[config.mk]
export PLATFORM = sky130hd
export DESIGN_NAME = irda_rz_encoder
export DESIGN_NICKNAME = d
export VERILOG_FILES = /design/src/rtl/irda_rz_pkg.sv /design/src/rtl/irda_rz_shadow.sv /design/src/rtl/irda_rz_timer.sv /design/src/rtl/irda_rz_line.sv /design/src/rtl/irda_rz_encoder.sv
export SDC_FILE = /design/constraint.sdc
export NUM_CORES = 1
export LEC_CHECK = 0
export ABC_AREA = 1
export BUFFER_PORTS_ARGS = -buffer_cell sky130_fd_sc_hd__buf_2
export CAP_MARGIN = 15
export CORE_MARGIN = 1.5
export CORE_UTILIZATION = 34
export CTS_CLUSTER_DIAMETER = 50
export DETAILED_ROUTE_END_ITERATION = 10
export PLACE_DENSITY = 0.63
export SYNTH_ARGS = -nofsm -noshare
export SYNTH_HDL_FRONTEND = slang
export SYNTH_SLANG_ARGS = --single-unit
[constraint.sdc]
create_clock -name clk -period 1.55 [get_ports clk]
set_input_delay 0.155 -clock clk [delete_from_list [all_inputs] [get_ports clk]]
set_output_delay 0.155 -clock clk [all_outputs]
set_load 0.005 [all_outputs]
[src/rtl/irda_rz_pkg.sv]
package irda_rz_pkg;

  // Source of the count-down tick for the pulse length.
  typedef enum logic {
    RZ_CLK_BAUD16 = 1'b0,
    RZ_CLK_BASE   = 1'b1
  } rz_clk_e;

  // Line level for a pulse flag under the chosen polarity.
  function automatic logic rz_level(input logic pulse, input logic low_pulse);
    return pulse ^ low_pulse;
  endfunction

endpackage

[src/rtl/irda_rz_shadow.sv]
module irda_rz_shadow
  import irda_rz_pkg::*;
#(
  parameter int unsigned WIDTH_BITS = 4
) (
  input  logic                  clk,
  input  logic                  rst,
  input  logic                  bit_start_i,
  input  logic                  data_i,
  input  logic                  en_i,
  input  rz_clk_e               clk_sel_i,
  input  logic                  low_i,
  input  logic                  loop_i,
  input  logic [WIDTH_BITS-1:0] width_i,
  // effective values for the current edge
  output logic                  data_o,
  output logic                  en_o,
  output rz_clk_e               clk_sel_o,
  output logic                  low_o,
  output logic                  loop_o,
  output logic [WIDTH_BITS-1:0] width_o,
  // held values
  output logic                  en_q_o,
  output logic                  low_q_o
);

  logic                  data_q, en_q, low_q, loop_q;
  rz_clk_e               clk_sel_q;
  logic [WIDTH_BITS-1:0] width_q;

  always_ff @(posedge clk) begin
    if (rst) begin
      data_q    <= 1'b1;
      en_q      <= 1'b0;
      clk_sel_q <= RZ_CLK_BAUD16;
      low_q     <= 1'b0;
      loop_q    <= 1'b0;
      width_q   <= '0;
    end else if (bit_start_i) begin
      data_q    <= data_i;
      en_q      <= en_i;
      clk_sel_q <= clk_sel_i;
      low_q     <= low_i;
      loop_q    <= loop_i;
      width_q   <= width_i;
    end
  end

  // A bit start takes the live fields on the same edge it captures them.
  always_comb begin
    if (bit_start_i) begin
      data_o    = data_i;
      en_o      = en_i;
      clk_sel_o = clk_sel_i;
      low_o     = low_i;
      loop_o    = loop_i;
      width_o   = width_i;
    end else begin
      data_o    = data_q;
      en_o      = en_q;
      clk_sel_o = clk_sel_q;
      low_o     = low_q;
      loop_o    = loop_q;
      width_o   = width_q;
    end
  end

  assign en_q_o  = en_q;
  assign low_q_o = low_q;

  // held fields change only on a bit start
  a_r8_hold_between_starts: assert property (@(posedge clk) disable iff (rst)
    !bit_start_i |=> $stable({data_q, en_q, clk_sel_q, low_q, loop_q, width_q}));

endmodule

[src/rtl/irda_rz_timer.sv]
module irda_rz_timer #(
  parameter int unsigned WIDTH_BITS = 4
) (
  input  logic                  clk,
  input  logic                  rst,
  input  logic                  bit_start_i,
  input  logic                  arm_i,
  input  logic [WIDTH_BITS-1:0] width_i,
  input  logic                  tick_i,
  output logic                  pulse_next_o,
  output logic [WIDTH_BITS-1:0] remain_o
);

  logic [WIDTH_BITS-1:0] rem_q, rem_d;

  always_comb begin
    rem_d = rem_q;
    if (bit_start_i) begin
      rem_d = arm_i ? width_i : '0;
    end else if (tick_i && (rem_q != '0)) begin
      rem_d = rem_q - 1'b1;
    end
  end

  always_ff @(posedge clk) begin
    if (rst) rem_q <= '0;
    else     rem_q <= rem_d;
  end

  assign pulse_next_o = (rem_d != '0);
  assign remain_o     = rem_q;

  // zero width never starts a pulse
  a_r6_zero_width: assert property (@(posedge clk) disable iff (rst)
    bit_start_i && (width_i == '0) |=> rem_q == '0);

  // a start that is not armed (one bit or disabled) leaves no pulse
  a_r2_unarmed_start: assert property (@(posedge clk) disable iff (rst)
    bit_start_i && !arm_i |=> rem_q == '0);

  // an armed start loads the captured width
  a_r3_load_width: assert property (@(posedge clk) disable iff (rst)
    bit_start_i && arm_i |=> rem_q == $past(width_i));

  // between starts the count can only fall
  a_r8_no_stretch: assert property (@(posedge clk) disable iff (rst)
    !bit_start_i |=> rem_q <= $past(rem_q));

endmodule

[src/rtl/irda_rz_line.sv]
module irda_rz_line
  import irda_rz_pkg::*;
#(
  parameter logic TX_RST_LEVEL = 1'b1,
  parameter logic RX_RST_LEVEL = 1'b1
) (
  input  logic clk,
  input  logic rst,
  input  logic en_i,
  input  logic low_i,
  input  logic loop_i,
  input  logic pulse_i,
  input  logic ser_i,
  input  logic rx_pin_i,
  output logic tx_o,
  output logic rx_o
);

  logic tx_q, rx_q;

  always_ff @(posedge clk) begin
    if (rst) begin
      tx_q <= TX_RST_LEVEL;
      rx_q <= RX_RST_LEVEL;
    end else begin
      tx_q <= en_i ? rz_level(pulse_i, low_i) : ser_i;
      rx_q <= loop_i ? ser_i : rx_pin_i;
    end
  end

  assign tx_o = tx_q;
  assign rx_o = rx_q;

  // both lines sit at their reset levels after a reset edge
  a_r10_reset_levels: assert property (@(posedge clk)
    $past(rst) |-> (tx_o == TX_RST_LEVEL) && (rx_o == RX_RST_LEVEL));

endmodule

[src/rtl/irda_rz_encoder.sv]
module irda_rz_encoder
  import irda_rz_pkg::*;
#(
  parameter int unsigned WIDTH_BITS = 4
) (
  input  logic                  clk,
  input  logic                  rst,
  input  logic                  ser_bit_i,
  input  logic                  bit_start_i,
  input  logic                  tick16_i,
  input  logic                  base_tick_i,
  input  logic                  cfg_en_i,
  input  logic                  cfg_base_clk_i,
  input  logic                  cfg_low_pulse_i,
  input  logic                  cfg_loop_i,
  input  logic [WIDTH_BITS-1:0] cfg_width_i,
  input  logic                  rx_pin_i,
  output logic                  ir_tx_o,
  output logic                  rx_data_o
);

  logic                  data_e, en_e, low_e, loop_e;
  rz_clk_e               clk_sel_e;
  logic [WIDTH_BITS-1:0] width_e;
  logic                  en_q, low_q;
  logic                  tick_sel, arm, pulse_next;
  logic [WIDTH_BITS-1:0] remain;

  irda_rz_shadow #(.WIDTH_BITS(WIDTH_BITS)) u_shadow (
    .clk        (clk),
    .rst        (rst),
    .bit_start_i(bit_start_i),
    .data_i     (ser_bit_i),
    .en_i       (cfg_en_i),
    .clk_sel_i  (rz_clk_e'(cfg_base_clk_i)),
    .low_i      (cfg_low_pulse_i),
    .loop_i     (cfg_loop_i),
    .width_i    (cfg_width_i),
    .data_o     (data_e),
    .en_o       (en_e),
    .clk_sel_o  (clk_sel_e),
    .low_o      (low_e),
    .loop_o     (loop_e),
    .width_o    (width_e),
    .en_q_o     (en_q),
    .low_q_o    (low_q)
  );

  assign tick_sel = (clk_sel_e == RZ_CLK_BASE) ? base_tick_i : tick16_i;
  assign arm      = en_e & ~data_e;

  irda_rz_timer #(.WIDTH_BITS(WIDTH_BITS)) u_timer (
    .clk         (clk),
    .rst         (rst),
    .bit_start_i (bit_start_i),
    .arm_i       (arm),
    .width_i     (width_e),
    .tick_i      (tick_sel),
    .pulse_next_o(pulse_next),
    .remain_o    (remain)
  );

  irda_rz_line #(.TX_RST_LEVEL(1'b1), .RX_RST_LEVEL(1'b1)) u_line (
    .clk     (clk),
    .rst     (rst),
    .en_i    (en_e),
    .low_i   (low_e),
    .loop_i  (loop_e),
    .pulse_i (pulse_next),
    .ser_i   (ser_bit_i),
    .rx_pin_i(rx_pin_i),
    .tx_o    (ir_tx_o),
    .rx_o    (rx_data_o)
  );

  // with encoding on and no count left, the line is at idle level
  a_r2_idle_level: assert property (@(posedge clk) disable iff (rst)
    en_q && (remain == '0) |-> ir_tx_o == low_q);

  // while a count is running the line is at pulse level
  a_r5_pulse_level: assert property (@(posedge clk) disable iff (rst)
    en_q && (remain != '0) |-> ir_tx_o == !low_q);

  // pass-through mode copies the serial bit one cycle later
  a_r1_pass_through: assert property (@(posedge clk) disable iff (rst)
    !en_q && !$past(rst) |-> ir_tx_o == $past(ser_bit_i));

endmodule

# Word-level counts from Yosys, hierarchy flattened
# Index checks and enable logic that the tools add are counted.
[totals]
regBits = 11
inputBits = 15
output_inout_bits = 2
wordCells = 26
[classes]
n_addsub = 1
muxes = 11
bitwise_logic = 3
n_reduce_logical = 3
[ops]
columns = ["cell", "count"]
rows = [
  ["two-way mux 4 bit", 3],
  ["two-way mux 1 bit", 8],
  ["nonzero test 4 bit", 2],
  ["subtractor 4 x 1 -> 4 bit (second input constant)", 1],
  ["AND 1 bit", 1],
  ["logical AND 1 bit", 1],
  ["inverter 1 bit", 1],
  ["bitwise XOR 1 bit", 1],
]

# Longest topological paths before layout
[depth]
depth_word = 8
depth_mapped = 13
mapped_depth_nobuf = 13

# Modules after synthesis
# A second synthesis with hierarchy kept.
[hier_totals]
cells_unflattened = 141
area_unflattened_um2 = 912.1
[modules_own_cells]
columns = ["mod", "instances", "cells_each", "area_per_inst_um2", "seq_area_each_um2"]
rows = [
  ["irda_rz_shadow", 1, 72, 506.7, 180.2],
  ["irda_rz_timer", 1, 49, 294.0, 80.1],
  ["irda_rz_line", 1, 14, 88.8, 40.0],
  ["irda_rz_encoder", 1, 6, 22.5, 0.0],
]

# Least setup slack after synthesis
# OpenSTA, ideal clock, no wires.
[synth_path]
path_kind = "register to register"
start = "register u_timer.rem_q[0] (netlist: u_timer.remain_o[0])"
end = "register u_line.tx_q (netlist: u_line.tx_o)"
setup_ns = 0.113
arrival_time_ns = 1.338
setup_slack_ns = 0.098
path_stages_with_launch = 13
path_buffers = 0
synth_period_minus_slack_ns = 1.452
cell_sequence = "dfxtp_1 -> inv_1 -> ha_1 -> nand3_1 -> nand3_2 -> nand2_1 -> nand2_1 -> nand2_1 -> nand2_1 -> nor2_2 -> nand3_1 -> nand3_1 -> nand2_1"
[synth_between]
elab_chain_cells = 7
elab_cells_between_ends = 8
cone_classes = "add/sub: 1; mux: 3; bitwise: 1; reduce/logical: 3"
[synth_rtl]
columns = ["element", "line", "rtl"]
rows = [
  ["start: declaration", "irda_rz_timer.sv:14", "logic [WIDTH_BITS-1:0] rem_q, rem_d;"],
  ["start signal: assignment", "irda_rz_timer.sv:27", "else rem_q <= rem_d;"],
  ["parallel branches: the longest is 2 deep, another holds subtractor 4 x 1 -> 4 bit", "n/a", ""],
  ["two-way mux 4 bit *", "irda_rz_timer.sv:20", "end else if (tick_i && (rem_q != '0)) begin"],
  ["two-way mux 4 bit *", "irda_rz_timer.sv:18", "if (bit_start_i) begin"],
  ["nonzero test 4 bit *", "irda_rz_timer.sv:30", "assign pulse_next_o = (rem_d != '0);"],
  ["bitwise XOR 1 bit *", "irda_rz_pkg.sv:11", "return pulse ^ low_pulse;"],
  ["two-way mux 1 bit *", "irda_rz_line.sv:26", "tx_q <= en_i ? rz_level(pulse_i, low_i) : ser_i;"],
  ["end signal: assignment", "irda_rz_line.sv:26", ""],
  ["end: declaration", "irda_rz_line.sv:19", "logic tx_q, rx_q;"],
]
# Mark *: on every way between the ends.
# A chain may end at the register's enable or synchronous reset.

# Final worst setup path
[layout_path]
start = "register u_timer.rem_q[1] (netlist: u_timer.remain_o[1])"
end = "register u_line.tx_q (netlist: u_line.tx_o)"
# Same word-level chain as after synthesis.

==> results.sh <==
export IMPL_clk_pin_slew_ps=60
export IMPL_powerDensity_nw_per_um2=865
export IMPL_placeableCoreArea_um2=1560
export IMPL_crit_chain="inv_2, ha_4, xor2_1, nand3_1, nand2_1, nand2_1, nand2_1, nor2_2, nand3_1, nand3_1, nand2_1"
export IMPL_place_detailed_hpwl_um=972
export IMPL_critPathMaxFanout=2
export IMPL_synth_seq_cells=10
export IMPL_postSynthAreaPerCell_um2=6.67
export IMPL_unrepaired_setup_endpoints_after_global_routing="no"
export IMPL_critical_path_slowest_cell="dfxtp_1"
export IMPL_hold_path_end="u_line.rx_o$_SDFF_PP1_"
export IMPL_routed_wirelength_um=1220
export IMPL_grt_max_degree=10
export IMPL_cts_root_buf="clkbuf_4"
export IMPL_fin_crit_ps=1430
export IMPL_detail_route_drc_violations=0
export IMPL_drt_iter0_drc=9
export IMPL_holdCritPathClass="in -> reg"
export IMPL_number_of_warning_messages_in_the_yosys_log=0
export IMPL_cts_sinks=10
export IMPL_n_antenna_cell=0
export IMPL_synthesis_area_um2=581
export IMPL_cts_root_to_sink_buffers=2
export IMPL_cp_buffers_inverters=1
export IMPL_floorplan_rows=14
export IMPL_post_cts_setup_buffers=0
export IMPL_leakage_dissipation_nw=0.394
export IMPL_max_cap_viol_count=0
export IMPL_min_path_cells=3
export IMPL_status="finished, final reports clean"
export IMPL_layout_core_utilization_pct=47.7
export IMPL_number_of_global_route_vias_before_repair=582
export IMPL_layoutNonFillerInstCount=122
export IMPL_worst_path_most_repeated_cell="nand2_1"
export IMPL_antenna_found_initial=0
export IMPL_setup_viol=0
export IMPL_critical_path_arrival_ps=1590
export IMPL_worst_r2r_setup_slack_ps=120
export IMPL_cts_made_buffers=3
export IMPL_maxClockFrequency_ghz=0.698
export IMPL_post_drt_wl_per_cell_um=9.97
export IMPL_grtUsageTotal_pct=15.4
export IMPL_floorplan_die_area_um2=1960
export IMPL_postRouteAntennaNets=0
export IMPL_crit_path_end_kind="register"
export IMPL_die_x_um=44.3
export IMPL_timing_critical_path_required_ps=1710
export IMPL_numPortBuffers=16
export IMPL_min_period_over_period_pct=92.4
export IMPL_globalplace_congestion=0.840
export IMPL_critical_path_top_delay_family="simple AND/OR/NAND/NOR gates"
export IMPL_cts_hold_buffers_added=0
export IMPL_gr_total_overflow=0
export IMPL_routed_via_density=4.84
export IMPL_timing_critical_path_from_type="register"
export IMPL_synthFlopType="dfxtp_1"
export IMPL_syn_instance_count=87
export IMPL_timing_reg2reg_worst_path_depth=11
export IMPL_critPathKind="reg -> reg"
export IMPL_starting_density_pct=37.2
export IMPL_regToRegStartpoint="u_timer.remain_o[1]$_SDFF_PP0_"
export IMPL_die_height_um=44.3
export IMPL_setup_total_negative_slack_ps=0
export IMPL_fillers=183
export IMPL_vdd_ir_drop_max_mv=0.529
export IMPL_htreeDepth=1
export IMPL_cpPeakStageDelay_ps=350
export IMPL_final_max_slew_viol_count=0
export IMPL_worstHoldStart="rx_pin_i"
export IMPL_hold_viol=0
export IMPL_synth_async_sr_flop_share_pct=0
export IMPL_relSlewSlack_pct=75.1
export IMPL_share_of_layout_cells_above_drive_strength_1_pct=34.0
export IMPL_numPlacedInstances=119
export IMPL_yosysSeqAreaShare_pct=34.5
export IMPL_clock_skew_ps=1.92
export IMPL_worst_margin_slew_ps=369
export IMPL_tritoncts="done"
export IMPL_worstSkewPairLatency_ps=260
export IMPL_yosys_cell_types_count=19
export IMPL_synth_enable_flop_cells=0
export IMPL_syn_nets=103
export IMPL_vias=590
export IMPL_flow_area_growth_from_synthesis_pct=28.0
export IMPL_ioPinCount=17
export IMPL_detailedRoute_firstPassIterationCount=4
export IMPL_global_route_wire_length_before_repair_um=2190
export IMPL_r2r_end="u_line.tx_o$_SDFF_PP1_"
export IMPL_num_nets_final=124
[per-layer routing]
layer	track usage, %	vias up	share of wire [%]
met5	0	-	0
met3	3.67	2	3.6
met2	26.2	9	49
met4	9.09	0	1.4
li1	-	320	-
met1	17.5	259	46
[cells by family after synthesis]
group / after synthesis / share of synthesized area (%)
adder cells (fa/ha/maj): 1 / 2.15
AO/OA/AOI/OAI: 9 / 8.19
multiplexers: 1 / 1.72
buffers and inverters: 13 / 8.84
flip-flops: 10 / 34.5
XOR/XNOR: 1 / 1.51
AND/OR/NAND/NOR: 52 / 43.1
[placed cells by master, fill, tap and decap left out]
master,instances
dfxtp_1,9
mux2i_1,1
clkbuf_4,3
dfxtp_2,1
xor2_1,1
ha_4,1
a21oi_1,6
buf_4,1
buf_2,16
nand2_1,26
inv_2,2
nand2_2,3
inv_4,1
nor2_1,4
nand3_2,2
nor2_2,2
or2_2,1
nand3_4,2
o211ai_1,1
nand3b_2,1
nand4_1,1
nand3_1,10
o21ai_0,2
inv_1,9
[final cells by class]
class	count	area [um^2]	share of cell area, %
Tap cell	16	20.0	2.69
Clock buffer	3	22.5	3.03
Inverter	12	47.5	6.40
Sequential cell	10	201	27.1
Timing Repair Buffer	17	87.6	11.8
Multi-Input combinational cell	64	364	49.0
[how the worst max path moves through the flow]
| stage | start | to | slack (ps) | depth (start not counted) |
|---|---|---|---|---|
| finish | u_timer.remain_o[1]$_SDFF_PP0_ | u_line.tx_o$_SDFF_PP1_ | 120 | 11 |
| global route | u_timer.remain_o[1]$_SDFF_PP0_ | u_line.tx_o$_SDFF_PP1_ | 4 | 11 |
| CTS | u_timer.remain_o[0]$_SDFF_PP0_ | u_line.tx_o$_SDFF_PP1_ | 20 | 11 |
| detailed placement | u_timer.remain_o[0]$_SDFF_PP0_ | u_line.tx_o$_SDFF_PP1_ | -20 | 11 |
| global placement | u_timer.remain_o[1]$_SDFF_PP0_ | u_line.tx_o$_SDFF_PP1_ | 20 | 11 |
| floorplan | u_timer.remain_o[0]$_SDFF_PP0_ | u_line.tx_o$_SDFF_PP1_ | 100 | 12 |
[power by group]
group	total (W)	leakage (nW)	internal [W]	switching, W
logic	0.000185	0.298	0.0000786	0.000106
clock network	0.000174	0.0138	0.0000895	0.0000843
registers	0.000284	0.0829	0.000276	0.00000860
total	0.000643	0.394	0.000444	0.000199
[worst min-delay path, delay by kind of cell]
kind | cells | cell delay [ps]
buf+inv | 1 | 70
simple gates | 1 | 40
compound gates | 1 | 70
[synthesized netlist by cell type (2+ instances only)]
| master | number | area, um^2 |
|---|---|---|
| a21oi_1 | 6 | 30.0 |
| dfxtp_1 | 10 | 200 |
| inv_1 | 11 | 41.3 |
| nand2_1 | 26 | 97.6 |
| nand2_2 | 3 | 18.8 |
| nand3_1 | 11 | 55.1 |
| nand3_2 | 3 | 30.0 |
| nor2_1 | 5 | 18.8 |
| o21ai_0 | 2 | 10.0 |
[registers in the layout, summed over array words and instances (netlist names)]
signal and count:
u_shadow.loop_q 1, u_shadow.low_q_o 1, u_shadow.en_q_o 1, u_line.tx_o 1
u_shadow.clk_sel_q 1, u_line.rx_o 1, u_timer.remain_o 4
[repair_timing]
item / 4_1_cts / 5_1_grt
endpoints found under the setup margin: 1 / 1
endpoints found under the hold margin: 0 / 0
gates resized for setup: 1 / 8
pin swaps: 0 / 3
gates cloned: 0 / 0
[metrics by stage]
step	worst slack (ps)	area [um^2]	total power, W	hold WS (ps)
3_3_place_gp	20.3	684	0.000449	378
4_1_cts	15.0	712	0.000634	118
5_1_grt	3.66	743	0.000688	149
2_1_floorplan	98.5	581	0.000405	285
6_report	118	743	0.000643	122
3_5_place_dp	-21.9	684	0.000454	386
Note: power is estimated with default switching activity, not from simulation.
